### config.mk
export PLATFORM = sky130hd
export DESIGN_NAME = halfword_gather
export DESIGN_NICKNAME = d
export VERILOG_FILES = /design/src/rtl/gthr_pkg.sv /design/src/rtl/gthr_ctrl.sv /design/src/rtl/gthr_dpath.sv /design/src/rtl/halfword_gather.sv
export SDC_FILE = /design/constraint.sdc
export NUM_CORES = 2
export LEC_CHECK = 0
export ABC_AREA = 1
export BUFFER_PORTS_ARGS = -buffer_cell sky130_fd_sc_hd__clkbuf_2
export CORE_ASPECT_RATIO = 0.7
export CORE_MARGIN = 2
export CORE_UTILIZATION = 40
export CTS_CLUSTER_DIAMETER = 150
export CTS_CLUSTER_SIZE = 25
export DETAILED_ROUTE_END_ITERATION = 8
export PLACE_DENSITY = 0.73
export SYNTH_ARGS = -nofsm -noshare
export SYNTH_HDL_FRONTEND = slang
export SYNTH_SLANG_ARGS = --single-unit
### constraint.sdc
create_clock -name clk -period 8.6 [get_ports clk]
set_input_delay 0.43 -clock clk [delete_from_list [all_inputs] [get_ports clk]]
set_output_delay 0.43 -clock clk [all_outputs]
set_load 0.05 [all_outputs]
### src/rtl/gthr_pkg.sv
package gthr_pkg;
  typedef struct packed {
    logic load;
    logic wrLane;
    logic advance;
  } gthr_strobe_t;

  typedef enum logic [2:0] {
    ST_IDLE,
    ST_EVAL,
    ST_REQ,
    ST_WAIT,
    ST_DONE
  } gthr_state_t;
endpackage

### src/rtl/gthr_ctrl.sv
module gthr_ctrl
  import gthr_pkg::*;
(
  input  logic         clk,
  input  logic         rstN,
  input  logic         start,
  input  logic         curActive,
  input  logic         isLast,
  input  logic         memReqReady,
  input  logic         memRspValid,
  output gthr_strobe_t stb,
  output logic         memReqValid,
  output logic         doneOut
);
  gthr_state_t state, nxtState;

  always_ff @(posedge clk) begin
    if (!rstN) state <= ST_IDLE;
    else       state <= nxtState;
  end

  always_comb begin
    nxtState = state;
    stb      = '0;
    unique case (state)
      ST_IDLE: if (start) begin
        stb.load = 1'b1;
        nxtState = ST_EVAL;
      end
      ST_EVAL: begin
        if (curActive)   nxtState = ST_REQ;
        else if (isLast) nxtState = ST_DONE;
        else             stb.advance = 1'b1;
      end
      ST_REQ: if (memReqReady) nxtState = ST_WAIT;
      ST_WAIT: if (memRspValid) begin
        stb.wrLane = 1'b1;
        if (isLast) nxtState = ST_DONE;
        else begin
          stb.advance = 1'b1;
          nxtState    = ST_EVAL;
        end
      end
      ST_DONE: nxtState = ST_IDLE;
      default: nxtState = ST_IDLE;
    endcase
  end

  assign memReqValid = (state == ST_REQ);
  assign doneOut     = (state == ST_DONE);

  AST_DONE_SINGLE: assert property (@(posedge clk) disable iff (!rstN)
    doneOut |=> !doneOut);
  AST_REQ_HELD: assert property (@(posedge clk) disable iff (!rstN)
    (memReqValid && !memReqReady) |=> memReqValid);
  AST_ONE_OUTSTANDING: assert property (@(posedge clk) disable iff (!rstN)
    (memReqValid && memReqReady) |=> !memReqValid);
  AST_ACTIVE_ONLY_REQ: assert property (@(posedge clk) disable iff (!rstN)
    memReqValid |-> curActive);
endmodule

### src/rtl/gthr_dpath.sv
module gthr_dpath
  import gthr_pkg::*;
#(
  parameter int VEC_BITS = 256
) (
  input  logic                  clk,
  input  logic                  rstN,
  input  gthr_strobe_t          stb,
  input  logic [63:0]           gprBase,
  input  logic [63:0]           spBase,
  input  logic [4:0]            baseReg,
  input  logic [VEC_BITS-1:0]   offVec,
  input  logic [VEC_BITS/8-1:0] predVec,
  input  logic                  cfgElemWide,
  input  logic                  cfgOffWide,
  input  logic                  cfgOffSigned,
  input  logic                  cfgScale,
  input  logic                  cfgSpIdleChk,
  input  logic [15:0]           memRspData,
  output logic                  curActive,
  output logic                  isLast,
  output logic [63:0]           memReqAddr,
  output logic [VEC_BITS-1:0]   resultVec,
  output logic                  spAlignFlag
);
  localparam int PRED_BITS = VEC_BITS / 8;
  localparam int MAX_ELEMS = VEC_BITS / 32;
  localparam int NUM_WIDE  = VEC_BITS / 64;
  localparam int IDX_W     = $clog2(MAX_ELEMS);
  localparam logic [4:0] SP_SEL = 5'd31;

  logic [VEC_BITS-1:0]  offR;
  logic [PRED_BITS-1:0] predR;
  logic [63:0]          baseR;
  logic                 elemWideR, offWideR, signedR, scaleR;
  logic [IDX_W-1:0]     idx;
  logic [VEC_BITS-1:0]  resultR;
  logic                 alignR;

  // Active flags at capture time, one per candidate element of each size
  logic [MAX_ELEMS-1:0] narrowAct;
  logic [NUM_WIDE-1:0]  wideAct;
  logic                 anyAct;

  for (genvar k = 0; k < MAX_ELEMS; k++) begin : g_narrow
    assign narrowAct[k] = predVec[k*4];
  end
  for (genvar k = 0; k < NUM_WIDE; k++) begin : g_wide
    assign wideAct[k] = predVec[k*8];
  end
  assign anyAct = cfgElemWide ? |wideAct : |narrowAct;

  always_ff @(posedge clk) begin
    if (!rstN) begin
      offR      <= '0;
      predR     <= '0;
      baseR     <= '0;
      elemWideR <= 1'b0;
      offWideR  <= 1'b0;
      signedR   <= 1'b0;
      scaleR    <= 1'b0;
      idx       <= '0;
      resultR   <= '0;
      alignR    <= 1'b0;
    end else begin
      if (stb.load) begin
        offR      <= offVec;
        predR     <= predVec;
        baseR     <= (baseReg == SP_SEL) ? spBase : gprBase;
        elemWideR <= cfgElemWide;
        offWideR  <= cfgOffWide;
        signedR   <= cfgOffSigned;
        scaleR    <= cfgScale;
        idx       <= '0;
        resultR   <= '0;
        alignR    <= (baseReg == SP_SEL) && (anyAct || cfgSpIdleChk);
      end
      if (stb.wrLane) begin
        if (elemWideR) resultR[{idx, 6'b0} +: 16] <= memRspData;
        else           resultR[{idx, 5'b0} +: 16] <= memRspData;
      end
      if (stb.advance) idx <= idx + 1'b1;
    end
  end

  // Lane extraction and offset extension
  logic [31:0] narrowLane;
  logic [63:0] wideLane;
  logic [31:0] lowOff;
  logic [63:0] offExt;
  logic [63:0] offScaled;

  assign narrowLane = offR[{idx, 5'b0} +: 32];
  assign wideLane   = offR[{idx, 6'b0} +: 64];
  assign lowOff     = elemWideR ? wideLane[31:0] : narrowLane;

  always_comb begin
    if (elemWideR && offWideR) offExt = wideLane;
    else if (signedR)          offExt = {{32{lowOff[31]}}, lowOff};
    else                       offExt = {32'b0, lowOff};
  end

  assign offScaled  = scaleR ? {offExt[62:0], 1'b0} : offExt;
  assign memReqAddr = baseR + offScaled;

  assign curActive = elemWideR ? predR[{idx, 3'b0}] : predR[{idx, 2'b0}];
  assign isLast    = elemWideR ? (idx == IDX_W'(NUM_WIDE - 1))
                               : (idx == IDX_W'(MAX_ELEMS - 1));

  assign resultVec   = resultR;
  assign spAlignFlag = alignR;

  AST_IDX_IN_RANGE: assert property (@(posedge clk) disable iff (!rstN)
    elemWideR |-> (int'(idx) < NUM_WIDE));
  AST_IDX_STEP: assert property (@(posedge clk) disable iff (!rstN)
    stb.advance |=> (idx == $past(idx) + 1'b1));
endmodule

### src/rtl/halfword_gather.sv
module halfword_gather
  import gthr_pkg::*;
#(
  parameter int VEC_BITS = 256
) (
  input  logic                  clk,
  input  logic                  rstN,
  input  logic                  start,
  input  logic [63:0]           gprBase,
  input  logic [63:0]           spBase,
  input  logic [4:0]            baseReg,
  input  logic [VEC_BITS-1:0]   offVec,
  input  logic [VEC_BITS/8-1:0] predVec,
  input  logic                  cfgElemWide,
  input  logic                  cfgOffWide,
  input  logic                  cfgOffSigned,
  input  logic                  cfgScale,
  input  logic                  cfgSpIdleChk,
  output logic                  memReqValid,
  input  logic                  memReqReady,
  output logic [63:0]           memReqAddr,
  input  logic                  memRspValid,
  input  logic [15:0]           memRspData,
  output logic                  done,
  output logic [VEC_BITS-1:0]   resultVec,
  output logic                  spAlignFlag
);
  gthr_strobe_t stb;
  logic         curActive;
  logic         isLast;

  gthr_ctrl u_ctrl (
    .clk         (clk),
    .rstN        (rstN),
    .start       (start),
    .curActive   (curActive),
    .isLast      (isLast),
    .memReqReady (memReqReady),
    .memRspValid (memRspValid),
    .stb         (stb),
    .memReqValid (memReqValid),
    .doneOut     (done)
  );

  gthr_dpath #(.VEC_BITS(VEC_BITS)) u_dpath (
    .clk          (clk),
    .rstN         (rstN),
    .stb          (stb),
    .gprBase      (gprBase),
    .spBase       (spBase),
    .baseReg      (baseReg),
    .offVec       (offVec),
    .predVec      (predVec),
    .cfgElemWide  (cfgElemWide),
    .cfgOffWide   (cfgOffWide),
    .cfgOffSigned (cfgOffSigned),
    .cfgScale     (cfgScale),
    .cfgSpIdleChk (cfgSpIdleChk),
    .memRspData   (memRspData),
    .curActive    (curActive),
    .isLast       (isLast),
    .memReqAddr   (memReqAddr),
    .resultVec    (resultVec),
    .spAlignFlag  (spAlignFlag)
  );

  AST_ADDR_STABLE: assert property (@(posedge clk) disable iff (!rstN)
    (memReqValid && !memReqReady) |=> $stable(memReqAddr));
  AST_RESULT_HELD: assert property (@(posedge clk) disable iff (!rstN)
    $past(done) |-> $stable(resultVec));
endmodule

# After elaboration in Yosys (flattened, before gate mapping)
# Index checks and enable logic that the tools add are counted.
# word_totals
register_bits	616
output_inout_bits	323
# op_classes
n_addsub	4
order_cmp	2
n_reduce_logical	8
shifts	6
n_eq_ne	11
mux	34
# op_table
op	n
256-bit 2-to-1 mux	4
256-bit bitwise mux	2
64-bit 2-to-1 mux	4
16-bit by 10-bit variable shift with 256-bit output, first input constant	1
16-bit by 11-bit variable shift with 256-bit output, first input constant	1
16-bit by 10-bit variable part select with 256-bit output	1
16-bit by 11-bit variable part select with 256-bit output	1
256-bit by 10-bit variable part select with 64-bit output	1
256-bit by 9-bit variable part select with 32-bit output	1
64-bit adder	1
32-bit 2-to-1 mux	1
3-bit 2-to-1 mux	8
3-bit case mux with 4 select lines	1
9-bit negation with 11-bit output	1
1-bit 2-to-1 mux	10
8-bit negation with 10-bit output	1
3-bit by 2-bit == test with 1-bit output, second input constant	3
8-bit OR reduction	1
3-bit == test, second input constant	2
5-bit by 6-bit < comparator with 1-bit output, second input constant	1
6-bit < comparator, second input constant	1
5-bit == test, second input constant	1
2-bit != test, second input constant	2
4-bit AND reduction	1
other kinds (13)	14

# Longest topological paths before layout
# depth
word_depth	7
mapped_depth	30
mapped_depth_nobuf	28

# Modules after synthesis
# Synthesis repeated with hierarchy kept, for this count alone.
# unflattened
hier_cells	4846
hier_area_um2	31684.1
# by_module_without_submodules
module	area_per_inst_um2	n_inst	cells_each	seq_area_each_um2
gthr_dpath	31446.4	1	4805	11851.4
gthr_ctrl	237.7	1	41	60.1

# Worst setup path before layout
# No wires, ideal clock.
# synth_path
kind	flip-flop to output port
start	register u_dpath.idx[0]
end	output port memReqAddr[32]
t_arrival_ps	3510
t_required_ps	8170
slack_ps	4660
n_path_buf	3
path_stages_with_launch	20
path_cell_list	dfxtp_1 > buf_4 > buf_2 > clkbuf_1 > o211ai_1 > o211ai_1 > o221ai_1 > nand2_1 > a21oi_1 > ha_1 > fa_1 > nand3_1 > nand2_1 > nand2_1 > nand2_1 > nand2_1 > nand3_1 > nand2_1 > nand2_1 > xor2_1
# synth_between
elab_chain_len	6
# synth_lines
element	line	text
start, declared	gthr_dpath.sv:36	logic [IDX_W-1:0] idx;
start signal, assigned	gthr_dpath.sv:82	if (stb.advance) idx <= idx + 1'b1;
256-bit by 9-bit variable part select with 32-bit output / 256-bit by 10-bit variable part select with 64-bit output (equally long branches)	gthr_dpath.sv:93, gthr_dpath.sv:94	
32-bit 2-to-1 mux	gthr_dpath.sv:95	assign lowOff = elemWideR ? wideLane[31:0] : narrowLane;
64-bit 2-to-1 mux	gthr_dpath.sv:99	else if (signedR) offExt = {{32{lowOff[31]}}, lowOff};
64-bit 2-to-1 mux *	gthr_dpath.sv:98	if (elemWideR && offWideR) offExt = wideLane;
64-bit 2-to-1 mux *	gthr_dpath.sv:103	assign offScaled = scaleR ? {offExt[62:0], 1'b0} : offExt;
64-bit adder *	gthr_dpath.sv:104	assign memReqAddr = baseR + offScaled;
end, declared	halfword_gather.sv:21	output logic [63:0] memReqAddr,
# Mark *: on every way between the ends. The rest lies on a longest branch, timed or not.

# Worst setup path after layout
# layout_path
start	register u_dpath.idx[2]
end	output port memReqAddr[59]
# The elaborated chain is that of the path after synthesis.

==> flow_summary.ini <==
[worst_setup_path]
crit_fanout = 59
ff2ff_path_depth = 10
slowest_stage = o21ai_0
endpoint_kind = primary output
max_stage_delay_ns = 1.03
critical_path_startpoint_category = flop
critical_path.reg2reg.startpoint = u_dpath.idx[1]
path_cells = buf_4 -> nor2_4 -> inv_2 -> buf_4 -> o221ai_1 -> nand2_1 -> nand2_1 -> nand2_1 -> nand2_1 -> ha_1 -> nand2_1 -> nor2_1 -> nand2_1 -> inv_1 -> nand3_1 -> o21ai_0 -> nand2_1 -> nand2_1 -> nand2_1 -> nand2_1 -> clkbuf_2
arrival_ns = 6.19
critical_path_class = reg2out
timing.critical_path.required_ns = 8.17
cp_common_cell = nand2_1
r2r_setup_slack_ns = 5.11
worstReg2RegEnd = u_dpath.resultVec[102]

[sta]
grt_setup_unrepaired = false
final.setup_skew_ns = 0.0269
worst_slew_margin_rel_pct = 11.4
finalSetupTns_ns = 0
achievable-frequency_mhz = 151
timing.final.crit_share_pct = 77.0
finalHoldViolations = 0
finalSetupViolations = 0
slew_worst_pin_ns = 1.32
min_period_ns = 6.62
finalMaxSlewViolations = 0

[route]
drt_pass1_iterations = 6
postRouteWirelength_um = 132000
detail_route.iter0.violations = 4232
postRouteAntennaNets = 0
vias_per_cell = 5.47
routed_wire_length_per_instance_um = 20.3
drc_errors = 0
dr_total_vias = 35500

[clocking]
clkSlewWorstSetupHoldPaths_ns = 0.12
number_of_buffers_inserted_for_hold_repair_after_clock_tree_synthesis = 40
clock_tree.root_cell = clkbuf_16
tritoncts.num_buffers = 27
cts_tree = yes
cts-resized-gates = 0
ctsHtreeMaxLevel = 1
clock-sinks = 595
worstSkewPairLatency_ns = 0.65
cts.path.max_buffers = 3
cts_setup_buffers = 0

[layout]
mostFrequentLayoutCell = nand2_1
final_cell_mix = nand2_1 (1238), clkbuf_2 (744), inv_1 (615)
final_layout_fill_cell_count = 8250
num-nets-final = 5898
areaGrowthSynthToFinish_pct = 16.0
final_layout_size_suffix_gt1_share_pct = 16.0

[synth]
number_of_nets_in_the_synthesized_netlist = 5370
synth_area_um2 = 32300
yosysSeqAreaShare_pct = 36.9
synth_edf_count = 0
synth_area_per_cell_um2 = 6.65
netlist-cell-type-count = 50
yosysWarnings = 0
dominant_register_cell_in_the_synthesized_netlist = dfxtp_1
synthesis_stage_register_bit_count = 595
synthesis.instances = 4853
async_reset_ff_share_pct = 0

[placed_design]
hpwl_um = 100000
gp_routability_congestion = 0.990
place.port_buffers = 745

[die]
boundaryPins = 770
die_width_um = 343
die-area_um2 = 83000
start_util_pct = 40.2
row_count = 87
core_box_area_um2 = 80200
die_h_um = 242

[min_path]
worstHoldStart = offVec[246]
min_path_type = in2reg
holdPathStages = 3
min_delay_endpoint = u_dpath.offR[246]

[status]
outcome = finished, final reports clean

[pwr]
total_power_mw = 10.3
peakVddDrop_uv = 232
power.leakage_nw = 18.1
powerDensity_nw_per_um2 = 276

[global_routing]
antenna_violations_before_repair = 39
first_global_vias = 31200
grt_max_degree = 214
wire_length_of_the_first_global_routing_pass_um = 193000
remaining_global_route_overflow = 0
grtUsageTotal_pct = 30.0

[flow_run]
cap_violations = 0
==> kinds of logic (layout without fill, tap and decap cells) <==
family / count (synthesis) / in the layout / synth area share, %
DFF: 595 / 595 / 36.9
buffers and inverters: 948 / 1478 / 11.7
and+or+nand+nor: 1944 / 1944 / 24.8
adders and majority gates: 70 / 70 / 2.74
xor gates and xnor gates: 39 / 39 / 1.06
other: 0 / 33 / 0
AOI/OAI and AO/OA: 1257 / 1257 / 22.8
==> worst max path at each step <==
stage          slack [ns]  cells past startpoint           start              to
6_report             1.98                     21  u_dpath.idx[2]  memReqAddr[59]
5_1_grt              1.72                     19  u_dpath.idx[1]  memReqAddr[59]
4_1_cts              2.18                     19  u_dpath.idx[1]  memReqAddr[59]
3_5_place_dp         2.86                     19  u_dpath.idx[1]  memReqAddr[59]
3_3_place_gp         2.91                     19  u_dpath.idx[1]  memReqAddr[59]
2_1_floorplan        4.66                     19  u_dpath.idx[0]  memReqAddr[32]
==> worst max-delay path, delay by kind of cell, from the launching register on <==
family	cells	cell delay, ns
AO/OA/AOI/OAI	2	1.28
adder cells (fa/ha/maj)	1	0.44
buffers and inverters	5	1.70
flip-flops	1	0.37
AND/OR/NAND/NOR	13	1.71
==> layer usage <==
metal	global-route usage, %	part of all wire [%]	up-vias
li1	-	-	17000
met1	43.4	43	16500
met2	44.3	43	1774
met3	6.53	11	218
met4	9.02	3.3	18
met5	0	0.080	-
==> registers in the layout, summed over array words and instances, names as in the netlist <==
register and flops:
u_dpath.offR 256, u_dpath.offWideR 1, u_dpath.predR 8, u_dpath.resultVec 256, u_dpath.elemWideR 1, u_dpath.baseR 64
u_dpath.scaleR 1, u_ctrl.state 3, u_dpath.spAlignFlag 1, u_dpath.idx 3, u_dpath.signedR 1
==> area by class of cell <==
| class | count | area [µm²] | share of cell area [%] |
|---|---|---|---|
| antenna | 33 | 82.6 | 0.221 |
| clock buffer | 29 | 683 | 1.82 |
| clock inverter | 2 | 16.3 | 0.0434 |
| inverter | 634 | 2400 | 6.40 |
| multi-input combinational | 3310 | 16600 | 44.3 |
| sequential | 595 | 11900 | 31.8 |
| tap | 1068 | 1340 | 3.57 |
| timing repair buffer | 813 | 4400 | 11.8 |
==> cell usage after synthesis, types with 2 or more instances <==
library cell	instances	share of area, %
buf_1	27	0.31
nor2_2	3	0.058
nand4_1	13	0.25
a31oi_1	12	0.23
nor3_1	14	0.22
o221a_2	7	0.24
a21o_1	2	0.047
o311ai_0	3	0.081
a21oi_2	4	0.11
nor2_1	260	3.0
buf_2	112	1.7
inv_2	17	0.20
o21a_1	33	0.77
xnor2_1	2	0.054
clkbuf_1	158	1.8
xor2_1	37	1.0
buf_4	12	0.28
o211ai_1	209	4.9
and2_1	2	0.039
nand3_2	5	0.16
buf_6	5	0.17
o221ai_1	51	1.4
nor2_8	2	0.12
inv_1	616	7.2
nor2_4	7	0.24
o21ai_1	20	0.31
o22ai_1	6	0.12
nor4_1	4	0.078
o21bai_1	47	1.1
nand3_1	384	6.0
o311ai_1	2	0.054
o21ai_0	300	4.7
nand2_1	1239	14
a21oi_1	554	8.6
nand2_2	5	0.097
dfxtp_1	595	37
ha_1	69	2.7
o221a_1	3	0.10
==> per-stage QoR <==
stage                     setup slack, ns  instances  area [µm²]  hold slack (ns)  utilization [%]
after detailed placement             2.86       6380       36300            0.445             45.2
final                                1.98       6484       37400           0.0215             46.7
after global routing                 1.72       6477       37400          0.00563             46.6
after global placement               2.91       6380       36300            0.442             45.2
after floorplan                      4.66       4853       32300            0.425                -
after CTS                            2.18       6451       37400         0.000142             46.6
==> where the power goes <==
part	switching [mW]	internal, mW	leakage (nW)
Sequential	0.271	3.19	4.86
Combinational	4.05	1.29	12.9
Clock	0.934	0.570	0.340
Total	5.26	5.06	18.1
Power figures use the tool's default switching activity.
